==> config.mk <==
export PLATFORM = sky130hd
export DESIGN_NAME = cbuf_dag
export DESIGN_NICKNAME = d
export VERILOG_FILES = /design/src/rtl/cbuf_pkg.sv /design/src/rtl/cbuf_span_mask.sv /design/src/rtl/cbuf_wrap_step.sv /design/src/rtl/cbuf_bit_mirror.sv /design/src/rtl/cbuf_dag.sv
export SDC_FILE = /design/constraint.sdc
export NUM_CORES = 1
export LEC_CHECK = 0
export ABC_CLOCK_PERIOD_IN_PS = 8189
export BUFFER_PORTS_ARGS = -buffer_cell sky130_fd_sc_hd__buf_2
export CAP_MARGIN = 20
export CELL_PAD_IN_SITES_DETAIL_PLACEMENT = 0
export CELL_PAD_IN_SITES_GLOBAL_PLACEMENT = 1
export CORE_ASPECT_RATIO = 0.75
export CORE_MARGIN = 1.5
export CORE_UTILIZATION = 30
export CTS_BUF_LIST = sky130_fd_sc_hd__clkbuf_4 sky130_fd_sc_hd__clkbuf_8 sky130_fd_sc_hd__clkbuf_16
export DETAILED_ROUTE_END_ITERATION = 10
export PLACE_DENSITY = 0.56
export RECOVER_POWER = 25
export REMOVE_ABC_BUFFERS = 1
export SYNTH_ARGS = -nofsm -noshare
export SYNTH_HDL_FRONTEND = slang
export SYNTH_HIERARCHICAL = 1
export SYNTH_SLANG_ARGS = --single-unit
==> constraint.sdc <==
create_clock -name clk -period 8.19 [get_ports clk]
set_input_delay 0.819 -clock clk [delete_from_list [all_inputs] [get_ports clk]]
set_output_delay 0.819 -clock clk [all_outputs]
set_load 0.005 [all_outputs]
==> src/rtl/cbuf_pkg.sv <==
package cbuf_pkg;
    typedef enum logic [1:0] {
        KIND_INDEX  = 2'b00,
        KIND_MODIFY = 2'b01,
        KIND_LENGTH = 2'b10,
        KIND_NONE   = 2'b11
    } reg_kind_e;
endpackage

==> src/rtl/cbuf_span_mask.sv <==
// Mask of the low bits that address inside a buffer of length len:
// bit b is set when len-1 has any set bit at or above b.
module cbuf_span_mask #(
    parameter int AW = 14
) (
    input  logic [AW-1:0] len,
    output logic [AW-1:0] mask
);
    logic [AW-1:0] len_m1;
    assign len_m1 = len - 1'b1;

    for (genvar b = 0; b < AW; b++) begin : g_bit
        assign mask[b] = |(len_m1 >> b);
    end
endmodule

==> src/rtl/cbuf_wrap_step.sv <==
// Next index for a post-modify access, circular when len != 0.
module cbuf_wrap_step #(
    parameter int AW = 14
) (
    input  logic [AW-1:0] idx,
    input  logic [AW-1:0] mod,
    input  logic [AW-1:0] len,
    output logic [AW-1:0] nxt
);
    localparam int SW = AW + 2;

    logic [AW-1:0]        mask;
    logic [AW-1:0]        base;
    logic signed [SW-1:0] off_s;
    logic signed [SW-1:0] mod_s;
    logic signed [SW-1:0] len_s;
    logic signed [SW-1:0] sum_s;

    cbuf_span_mask #(.AW(AW)) u_mask (
        .len  (len),
        .mask (mask)
    );

    always_comb begin
        base  = idx & ~mask;
        off_s = $signed({2'b00, idx & mask});
        mod_s = $signed({{2{mod[AW-1]}}, mod});
        len_s = $signed({2'b00, len});
        sum_s = off_s + mod_s;
        if (len == '0) begin
            nxt = idx + mod;
        end else if (sum_s < 0) begin
            nxt = base | AW'(sum_s + len_s);
        end else if (sum_s >= len_s) begin
            nxt = base | AW'(sum_s - len_s);
        end else begin
            nxt = base | AW'(sum_s);
        end
    end
endmodule

==> src/rtl/cbuf_bit_mirror.sv <==
// Full-width bit mirror, applied when en is set.
module cbuf_bit_mirror #(
    parameter int AW = 14
) (
    input  logic          en,
    input  logic [AW-1:0] din,
    output logic [AW-1:0] dout
);
    logic [AW-1:0] flipped;

    for (genvar b = 0; b < AW; b++) begin : g_flip
        assign flipped[b] = din[AW-1-b];
    end

    assign dout = en ? flipped : din;
endmodule

==> src/rtl/cbuf_dag.sv <==
module cbuf_dag #(
    parameter int AW    = 14,
    parameter int NSETS = 4,
    localparam int SW   = $clog2(NSETS)
) (
    input  logic          clk,
    input  logic          rst_n,
    input  logic          wr_en,
    input  logic [1:0]    wr_kind,
    input  logic [SW-1:0] wr_set,
    input  logic [AW-1:0] wr_data,
    input  logic          acc_en,
    input  logic [SW-1:0] acc_iset,
    input  logic [SW-1:0] acc_mset,
    input  logic          rev_mode,
    output logic [AW-1:0] addr_out
);
    import cbuf_pkg::*;

    typedef struct packed {
        logic [NSETS-1:0][AW-1:0] idx;
        logic [NSETS-1:0][AW-1:0] mod;
        logic [NSETS-1:0][AW-1:0] len;
    } dag_state_t;

    dag_state_t    st_d, st_q;
    logic [AW-1:0] idx_cur;
    logic [AW-1:0] mod_cur;
    logic [AW-1:0] len_cur;
    logic [AW-1:0] idx_next;

    assign idx_cur = st_q.idx[acc_iset];
    assign mod_cur = st_q.mod[acc_mset];
    assign len_cur = st_q.len[acc_iset];

    cbuf_wrap_step #(.AW(AW)) u_step (
        .idx (idx_cur),
        .mod (mod_cur),
        .len (len_cur),
        .nxt (idx_next)
    );

    cbuf_bit_mirror #(.AW(AW)) u_mirror (
        .en   (rev_mode),
        .din  (idx_cur),
        .dout (addr_out)
    );

    always_comb begin
        st_d = st_q;
        if (acc_en) begin
            st_d.idx[acc_iset] = idx_next;
        end
        // Writes are applied last so they win over the post-modify.
        if (wr_en) begin
            unique case (reg_kind_e'(wr_kind))
                KIND_INDEX:  st_d.idx[wr_set] = wr_data;
                KIND_MODIFY: st_d.mod[wr_set] = wr_data;
                KIND_LENGTH: st_d.len[wr_set] = wr_data;
                default:     ;
            endcase
        end
    end

    always_ff @(posedge clk or negedge rst_n) begin
        if (!rst_n) begin
            st_q <= '0;
        end else begin
            st_q <= st_d;
        end
    end
endmodule

Word level (Yosys, flattened, before mapping)
Cells that the tools add are included.
Cells by class
  bitwise operators: 6
  reductions and logical operators: 19
  $lt $le $gt $ge: 7
  $add $sub $neg: 5
  equality and inequality tests: 2
  multiplexer cells: 23
Operators with widths (count)
  $bwmux 56: 4
  $mux 56: 4
  $mux 168: 1
  $mux 14: 9
  $bmux 14 s2: 3
  $demux 14 s2: 2
  $or 14x14->14: 3
  $add 14x14->14: 2
  $and 14x14->14: 2
  $add 15x14->16: 1
  $ge 16x15->1: 1
  $lt 16x1->1 const B: 1
  $logic_not 14->1: 1
  $not 14->14: 1
  $reduce_or 14->1: 1
  $sub 14x1->14 const B: 1
  $sub 14x14->14: 1
  $reduce_or 13->1: 1
  $reduce_or 12->1: 1
  $reduce_or 11->1: 1
  $reduce_or 10->1: 1
  $lt 2x3->1 const B: 3
  $reduce_or 9->1: 1
  $reduce_or 8->1: 1
  12 further kinds: 15
Word-level totals
  logic and storage cells: 74
  register bits: 168
  output and inout bits: 14

Logic depth before layout (Yosys ltp)
  depth in word-level cells: 16
  mapped depth: 35
  gate-level depth less buffers: 31

Cells and area by module
Netlist, hierarchy kept.
Modules (own cells, without submodules)
  cbuf_dag: area each 8015.2 µm², times used 1, cells each 501, seq. area each 4204.0 µm²
  cbuf_wrap_step: area each 3160.5 µm², times used 1, cells each 449, seq. area each 0.0 µm²
  cbuf_span_mask: area each 535.5 µm², times used 1, cells each 84, seq. area each 0.0 µm²
  cbuf_bit_mirror: area each 168.9 µm², times used 1, cells each 15, seq. area each 0.0 µm²

Worst setup path after synthesis
No wires, ideal clock.
  kind: input-to-reg
  start point: in acc_iset[1]
  end point: reg st_q[137] in the netlist's numbering
  required time: 8063 ps
  setup slack: 318 ps
  stages on the path: 33
  data arrival time: 7745 ps
  setup time: 127 ps
  cell sequence: buf_1 > buf_1 > mux4_2 > inv_1 > ha_1 > or3_2 > nor4_2 > nor3_1 > a211oi_4 > nand3_1 > and2_1 > ha_1 > nor3_1 > nor3b_4 > a21boi_0 > o21ai_0 > nand2b_1 > a21oi_1 > xnor2_1 > ha_1 > clkbuf_1 > and3_1 > a211o_1 > a21oi_1 > a311oi_1 > o21ai_1 > o2111ai_2 > buf_6 > and3_4 > a2111oi_4 > a21oi_1 > mux2_2 > mux2_1
RTL lines
  start, declared: RTL line cbuf_dag.sv:13  | input logic [SW-1:0] acc_iset,
  end signal, assigned: RTL line cbuf_dag.sv:69  | st_q <= st_d;
  end, declared: RTL line cbuf_dag.sv:26  | dag_state_t st_d, st_q;

==> results.py <==
metrics = {
    "floorplan": {
        "fp.dieH_um": 175.3,
        "die_area_mm2": 0.04082,
        "die_w_um": 232.8,
        "coreArea_mm2": 0.03863,
        "io_pins": 41,
        "row_count": 62,
        "initial_core_util_pct": 30.75,
    },
    "min_path": {
        "holdCritPathClass": "flop to flop",
    },
    "sta": {
        "finalCriticalPeriod_ps": 7604,
        "slew_headroom_pct": -209.9,
        "rsz0062_at_grt": "no",
        "tns_ps": 0,
        "tightest_slew_ps": 4649,
        "finClkSkew_ps": 8.949,
        "slew_viol_final": 88,
        "setup_slack_ps": 586.3,
        "fmaxAchievable_mhz": 131.5,
        "hold_viol": 0,
        "setup_violations": 0,
        "period_share_pct": 92.84,
    },
    "logic_synthesis": {
        "synth_seq_cells": 168,
        "netlist_instances": 1049,
        "ys_top_cells_by_area": "dfrtp_1 35%, mux2_2 22%, mux4_2 8.0%, ha_1 6.0%, xnor2_1 2.4%",
        "synth.yosys.warnings": 6,
        "seq_area_frac_synth_pct": 35.39,
        "synth_common_cells": "227 x mux2_2, 168 x dfrtp_1, 57 x ha_1, 57 x nor2_1, 48 x inv_1",
        "synth_edf_count": 0,
        "yosys.area.top_type": "dfrtp_1",
        "synth_cell_types": 80,
        "async_flop_share_pct": 100.0,
        "synthFlopType": "dfrtp_1",
        "synth_top_area_share_pct": 35.39,
        "syn_avg_cell_area_um2": 11.33,
        "yosysMostFrequentCell": "mux2_2",
        "syn_area_mm2": 0.01188,
    },
    "setup_path": {
        "critPathMaxStageDelay_ps": 580,
        "start_kind": "input port",
        "worstPathMaxFanout": 12,
        "crit_required_ps": 8510,
        "path_common_cell": "buf_4",
        "crit_type": "input port to flop",
        "crit_slowest_cell": "mux4_2",
        "end_kind": "flop",
        "arrival_ps": 7920,
    },
    "route": {
        "wl_um": 35450,
        "drtIter0Drc": 526,
        "antenna_left": 0,
        "avgViaCountPerCell": 5.144,
        "routedWlPerCell_um": 21.41,
        "first_pass_iters": 7,
        "route.vias.total": 8519,
        "remaining_drc_errors": 0,
    },
    "grt": {
        "grt_pass1_vias": 8467,
        "grt_max_degree": 88,
        "track_usage_pct": 17.84,
        "grt_pass1_wl_um": 54000,
        "grt_remaining_overflow": 0,
        "antenna_found_initial": 0,
    },
    "place": {
        "dp_slack_ps": 169.8,
        "gp_congestion": 0.8651,
        "place.port_buffers": 40,
        "dpl-instance-area_mm2": 0.01306,
        "hpwl_um": 27050,
    },
    "cts": {
        "cts_sinks": 168,
        "cts_hold_buf": 0,
        "clock_path_buffers": 2,
        "h-tree-depth": 4,
        "numCtsBuffers": 17,
        "cts_resized": 0,
        "tritoncts": "done",
        "clock_latency_ps": 430,
        "cts_root_buffer": "clkbuf_16",
        "post-cts-setup-buffers": 0,
        "path_clk_slew_ps": 70,
    },
    "final_layout": {
        "antennaDiodeCount": 0,
        "design_area_mm2": 0.01368,
        "fin_nets": 1219,
        "area_growth_pct": 15.17,
        "drive_gt1_share_pct": 39.25,
        "final_core_util_pct": 35.42,
    },
    "run_status": {
        "violations": "capacitance limit, slew limit",
        "run_status": "finished with violations",
    },
    "run": {
        "maxCapViolCount": 1,
    },
}
==> worst paths after layout <==
check / from / to / slack, ps / cells after the start
hold reg to reg: flop / flop / 500 / 1
setup / recovery: acc_iset[0] / st_q[138] / 590 / 32
setup reg to reg: flop / st_q[138] / 1110 / 33
min in group asynchronous: rst_n / asynchronous set/reset pin / 2040 / 1
hold / removal: flop / flop / 500 / 1
max in group asynchronous: rst_n / asynchronous set/reset pin / 3530 / 1
==> cell families (layout without fill, tap and decap cells) <==
logic type      after synthesis  after routing  share of synthesized area, %
mux                         282            282                         30.69
xor+xnor                     47             47                         3.465
fa+ha+maj                    61             61                         6.677
simple gates                225            225                         10.09
compound gates              155            155                         9.616
buf+inv                     111            206                         4.076
flops                       168            168                         35.39
==> layout make-up <==
| class | instances | area, µm² |
|---|---|---|
| multi-input combinational | 770 | 7197 |
| timing repair buffer | 125 | 853.3 |
| inverter | 49 | 183.9 |
| tap | 512 | 640.6 |
| clock buffer | 18 | 432.9 |
| fill | 3854 | 24950 |
| clock inverter | 14 | 170.2 |
| sequential | 168 | 4204 |
==> routing by layer <==
layer / GRT usage [%] / part of all wire, %
met1: 28.29 / 54
met3: 1.932 / 2.7
met2: 26.19 / 43
met5: 0 / 0
met4: 2.796 / 0.82
==> stage by stage <==
step,instances,hold WS (ps)
floorplan,987,459.4
global placement,1623,480.6
detailed placement,1623,490.1
CTS,1655,463.4
global route,1656,513.4
finish,1656,501.0
==> worst max-delay path, delay by kind of cell <==
kind	cells	cell delay, ps
AOI/OAI and AO/OA	11	2160
xor gates and xnor gates	1	230
adders and majority gates	2	620
and+or+nand+nor	10	1780
buffers and inverters	5	1150
muxes	3	1150
==> layout by cell type, fill, tap and decap left out, drive strengths merged, types with 7 or more instances in the layout <==
cell type / count
a21o: 14
and2: 13
xor2: 14
nand2: 38
a211oi: 7
mux4: 42
dfrtp: 168
buf: 123
nor2: 57
or3: 10
nand3: 18
clkbuf: 20
nor4: 7
xnor2: 33
ha: 57
and3: 11
nor2b: 11
nor3b: 8
mux2: 238
a21oi: 42
o21ai: 19
nor3: 18
inv: 53
nand2b: 11
Power is not shown: default switching activity piles up to over one toggle a cycle in this logic, so the estimate is an artifact.
